### src/rtl/dot_stream_pkg.sv
package dot_stream_pkg;

  // Strobes from the index controller to the arithmetic datapath.
  typedef struct packed {
    logic accClear;    // start the next vector from zero
    logic resultLoad;  // capture the completed sum and raise valid
  } dotStrobes_t;

endpackage

### src/rtl/dot_stream_ctrl.sv
module dot_stream_ctrl
  import dot_stream_pkg::*;
#(
  parameter int VEC_LEN = 4
) (
  input  logic        clk,
  input  logic        rstN,
  output dotStrobes_t strobes
);

  logic lastElem;

  generate
    if (VEC_LEN == 1) begin : g_single
      // Every pair is a whole vector.
      assign lastElem = 1'b1;
    end else begin : g_count
      localparam int IDX_W = $clog2(VEC_LEN);
      localparam logic [IDX_W-1:0] LAST_IDX = IDX_W'(VEC_LEN - 1);

      logic [IDX_W-1:0] elemIdx;

      always_ff @(posedge clk) begin
        if (!rstN)               elemIdx <= '0;
        else if (elemIdx == LAST_IDX) elemIdx <= '0;
        else                     elemIdx <= elemIdx + 1'b1;
      end

      assign lastElem = (elemIdx == LAST_IDX);

      // the index never leaves the range 0..VEC_LEN-1
      a_r2_idx_range : assert property (@(posedge clk) disable iff (!rstN)
        elemIdx <= LAST_IDX);

      // after the final index the count restarts at zero
      a_r2_idx_wrap : assert property (@(posedge clk) disable iff (!rstN)
        (elemIdx == LAST_IDX) |=> (elemIdx == '0));

      // a result strobe is never issued in two cycles in a row
      a_r2_single_pulse : assert property (@(posedge clk) disable iff (!rstN)
        strobes.resultLoad |=> !strobes.resultLoad);
    end
  endgenerate

  always_comb begin
    strobes.accClear   = lastElem;
    strobes.resultLoad = lastElem;
  end

endmodule

### src/rtl/dot_stream_dp.sv
module dot_stream_dp
  import dot_stream_pkg::*;
#(
  parameter int WORD_W = 32
) (
  input  logic              clk,
  input  logic              rstN,
  input  logic [WORD_W-1:0] aElem,
  input  logic [WORD_W-1:0] bElem,
  input  dotStrobes_t       strobes,
  output logic [WORD_W-1:0] sumOut,
  output logic              sumValid
);

  logic [WORD_W-1:0] prodW;
  logic [WORD_W-1:0] accQ;
  logic [WORD_W-1:0] accNext;
  logic [WORD_W-1:0] sumQ;
  logic              validQ;

  // Low WORD_W bits of the product: modulo arithmetic for signed or unsigned.
  assign prodW   = aElem * bElem;
  assign accNext = accQ + prodW;

  always_ff @(posedge clk) begin
    if (!rstN) begin
      accQ   <= '0;
      sumQ   <= '0;
      validQ <= 1'b0;
    end else begin
      accQ   <= strobes.accClear ? '0 : accNext;
      if (strobes.resultLoad) sumQ <= accNext;
      validQ <= strobes.resultLoad;
    end
  end

  assign sumOut   = sumQ;
  assign sumValid = validQ;

  // whenever a result is presented, the running sum has been flushed
  a_r4_flushed_on_valid : assert property (@(posedge clk) disable iff (!rstN)
    sumValid |-> (accQ == '0));

  // without a load strobe the result register keeps its value
  a_r6_result_hold : assert property (@(posedge clk) disable iff (!rstN)
    !strobes.resultLoad |=> $stable(sumOut));

  // valid follows the load strobe by exactly one cycle
  a_r2_valid_follows_load : assert property (@(posedge clk) disable iff (!rstN)
    strobes.resultLoad |=> sumValid);

endmodule

### src/rtl/dot_stream.sv
module dot_stream
  import dot_stream_pkg::*;
#(
  parameter int VEC_LEN = 4,
  parameter int WORD_W  = 32
) (
  input  logic              clk,
  input  logic              rstN,
  input  logic [WORD_W-1:0] aElem,
  input  logic [WORD_W-1:0] bElem,
  output logic [WORD_W-1:0] sumOut,
  output logic              sumValid
);

  dotStrobes_t strobes;

  dot_stream_ctrl #(.VEC_LEN(VEC_LEN)) u_ctrl (
    .clk     (clk),
    .rstN    (rstN),
    .strobes (strobes)
  );

  dot_stream_dp #(.WORD_W(WORD_W)) u_dp (
    .clk      (clk),
    .rstN     (rstN),
    .aElem    (aElem),
    .bElem    (bElem),
    .strobes  (strobes),
    .sumOut   (sumOut),
    .sumValid (sumValid)
  );

endmodule

### config.mk
export PLATFORM = sky130hd
export DESIGN_NAME = dot_stream
export DESIGN_NICKNAME = d
export VERILOG_FILES = /design/src/rtl/dot_stream_pkg.sv /design/src/rtl/dot_stream_ctrl.sv /design/src/rtl/dot_stream_dp.sv /design/src/rtl/dot_stream.sv
export SDC_FILE = /design/constraint.sdc
export NUM_CORES = 1
export LEC_CHECK = 0
export ABC_AREA = 0
export ABC_CLOCK_PERIOD_IN_PS = 7500
export BUFFER_PORTS_ARGS = -buffer_cell sky130_fd_sc_hd__buf_2
export CAP_MARGIN = 20
export CORE_MARGIN = 5
export CORE_UTILIZATION = 40
export DETAILED_ROUTE_END_ITERATION = 6
export GPL_ROUTABILITY_DRIVEN = 0
export PLACE_DENSITY_LB_ADDON = 0.15
export SKIP_CTS_REPAIR_TIMING = 1
export SYNTH_ARGS = -nofsm -noshare
export SYNTH_HDL_FRONTEND = slang
export SYNTH_SLANG_ARGS = --single-unit
### constraint.sdc
create_clock -name clk -period 7.5 [get_ports clk]
set_input_delay 0.75 -clock clk [delete_from_list [all_inputs] [get_ports clk]]
set_output_delay 0.75 -clock clk [all_outputs]
set_load 0.05 [all_outputs]
==> flow_metrics.tcl <==
set metrics [dict create \
    rows 79 \
    area_delta_synth_final_pct 12.0 \
    die_area_mm2 0.0515 \
    critPathTopFamily "adder cells" \
    hold_viol 0 \
    yosysWarningCount 0 \
    drv_cap 0 \
    ys_seq_area_share_pct 7.13 \
    synthCells 2070 \
    crit_path_end_kind "register" \
    overflow 0 \
    hp-class "register to register" \
    wire_per_inst_um 19.1 \
    die_y_um 227 \
    crit_path_start "bElem[2]" \
    cp.arrival_ns 7.55 \
    antenna_found_initial 5 \
    fmaxAchievable_mhz 136 \
    fin_worst_skew_ns 0.00614 \
    htree_levels 3 \
    grt_usage_pct 21.8 \
    path_buf_inv 7 \
    synth_cell_types 55 \
    crit_chain "clkbuf_4 -> buf_12 -> and2_1 -> fa_1 -> inv_1 -> fa_1 -> inv_1 -> fa_1 -> inv_1 -> fa_1 -> inv_1 -> fa_1 -> fa_2 -> fa_2 -> fa_1 -> ha_1 -> nand2_1 -> nor3_1 -> buf_4 -> a31o_2 -> a41o_4 -> o41ai_4 -> xor2_1 -> nor2_1" \
    setup.worst_path.class "input pin to register" \
    clkSinkCount 67 \
    layout-drive-gt1-share_pct 11.2 \
    place_inst 2795 \
    drt-vias-per-instance 4.79 \
    place_area_mm2 0.0207 \
    drc 0 \
    ys_top_cells_by_area "fa_1 (47%), and2_1 (11%), inv_1 (10%)" \
    gr-usage-met2_pct 34.3 \
    path_common_cell "fa_1" \
    max_slew.worst_pin.slew_ns 0.544 \
    fin_area_mm2 0.0211 \
    core_mm2 0.0466 \
    start_util_pct 40.4 \
    grt_pass1_wl_um 86000 \
    grt_pass1_vias 14900 \
    final_cell_mix "inv_1 (506), fa_1 (436), and2_1 (328)" \
    clkLatencyLatePin_ns 0.34 \
    syn-num-nets 2699 \
    finalCriticalPeriod_ns 7.33 \
    setup_violations 0 \
    crit_required_ns 7.72 \
    path_max_fanout 20 \
    cp-start-kind "input pin" \
    stdcell_count 2814 \
    firstDrtPassIters 5 \
    critPathMaxStageDelay_ns 0.64 \
    cts_buffer_depth 2 \
    port_buffers 98 \
    max_slew_margin_pct 63.6 \
    synth_top_cell_area_share_pct 46.6 \
    period_share_pct 97.8 \
    final_common_cell "inv_1" \
    met3_usage_pct 3.60 \
    postRouteAntennaNets 0 \
    drtIter0Drc 649 \
    die_x_um 227 \
    nets 2829 \
    synth_top_area_cell "fa_1" \
    grtUsageMet1_pct 31.7 \
    rr_startpoint "u_dp.accQ[18]$_SDFF_PP0_" \
    grt-busiest-layer "met2" \
    outcome "completed" \
    numCtsBuffers 9 \
    syn-cell-area_mm2 0.0188 \
    synth_seq_cells 67 \
    vias 13500 \
    fillCellCount 4564 \
    clk_pin_slew_ns 0.06 \
    maxSlewViolCount 0 \
    grt_max_degree 28 \
    cts_tree "built" \
    root_buffer "clkbuf_16" \
    holdCritStartpoint "u_ctrl.g_count.elemIdx[0]$_SDFF_PP0_" \
    ios 99 \
    hpwl_um 47500 \
    synth.avg_cell_area_um2 9.09 \
    slowest_stage "fa_2" \
    wirelength_um 53700 \
]
==> layer usage <==
layer	part of all wire [%]	up-vias	routed length [um]
met5	0.063	-	34
met4	2.4	6	1310
met3	5.4	61	2900
met2	45	319	24300
met1	47	6902	25100
li1	-	6198	-
==> layout make-up <==
cell class,count,area (um2),area share (%)
Antenna cell,2,5.00,0.0237
Clock buffer,9,225,1.07
Clock inverter,7,101,0.481
Inverter,507,1900,9.03
Multi-Input combinational cell,1402,15200,72.3
Sequential cell,67,1340,6.36
Tap cell,607,759,3.60
Timing Repair Buffer,213,1500,7.09
==> metrics by stage <==
step	hold WS (ns)	worst slack (ns)	setup TNS (ns)	util, %
global placement	0.408	-0.283	-1.92	44.4
finish	0.422	0.168	0	45.3
detailed placement	0.410	-0.302	-1.72	44.4
CTS	0.426	0.0271	0	45.1
global route	0.437	-0.0283	-0.0492	45.3
floorplan	0.399	0.246	0	-
==> sequential cells by signal, indices dropped and copies added (netlist names) <==
signal	count
u_ctrl.g_count.elemIdx	2
u_dp.accQ	32
u_dp.sumOut	32
u_dp.sumValid	1
==> synth_stat cells (all sizes together) <==
master,count
inv,506
fa,438
and2,328
nand2,241
ha,125
clkbuf,88
dfxtp,67
xnor2,62
nor2,54
o21ai,27
xor2,24
a21oi,18
mux2i,14
a211oi,8
a21o,7
nor3,7
buf,6
nand2b,5
nand3,4
o211ai,4
o21bai,4
a31oi,3
o211a,3
o41ai,3
a211o,2
a21boi,2
a41o,2
o31ai,2
a2111oi,1
a221o,1
a31o,1
a32oi,1
a41oi,1
and3,1
and4,1
clkinv,1
nand3b,1
nand4,1
nor2b,1
nor3b,1
o2111ai,1
o21a,1
o22ai,1
xnor3,1
==> final timing paths <==
kind         slack [ns]                              endpoint  cells past startpoint
max                0.17              u_dp.accQ[28]$_SDFF_PP0_                     24
min                0.42  u_ctrl.g_count.elemIdx[0]$_SDFF_PP0_                      1
max reg2reg        0.72          u_dp.sumOut[31]$_SDFFE_PN0P_                     23
min reg2reg        0.42  u_ctrl.g_count.elemIdx[0]$_SDFF_PP0_                      1
==> kinds of logic after synthesis <==
family	synth area share, %
AO/OA/AOI/OAI	3.48
XOR/XNOR	4.20
multiplexers	0.745
buffers and inverters	12.1
adder cells (fa/ha/maj)	54.9
flip-flops	7.13
AND/OR/NAND/NOR	17.5
Power is not shown: default switching activity piles up to over one toggle a cycle in this logic, so the estimate is an artifact.
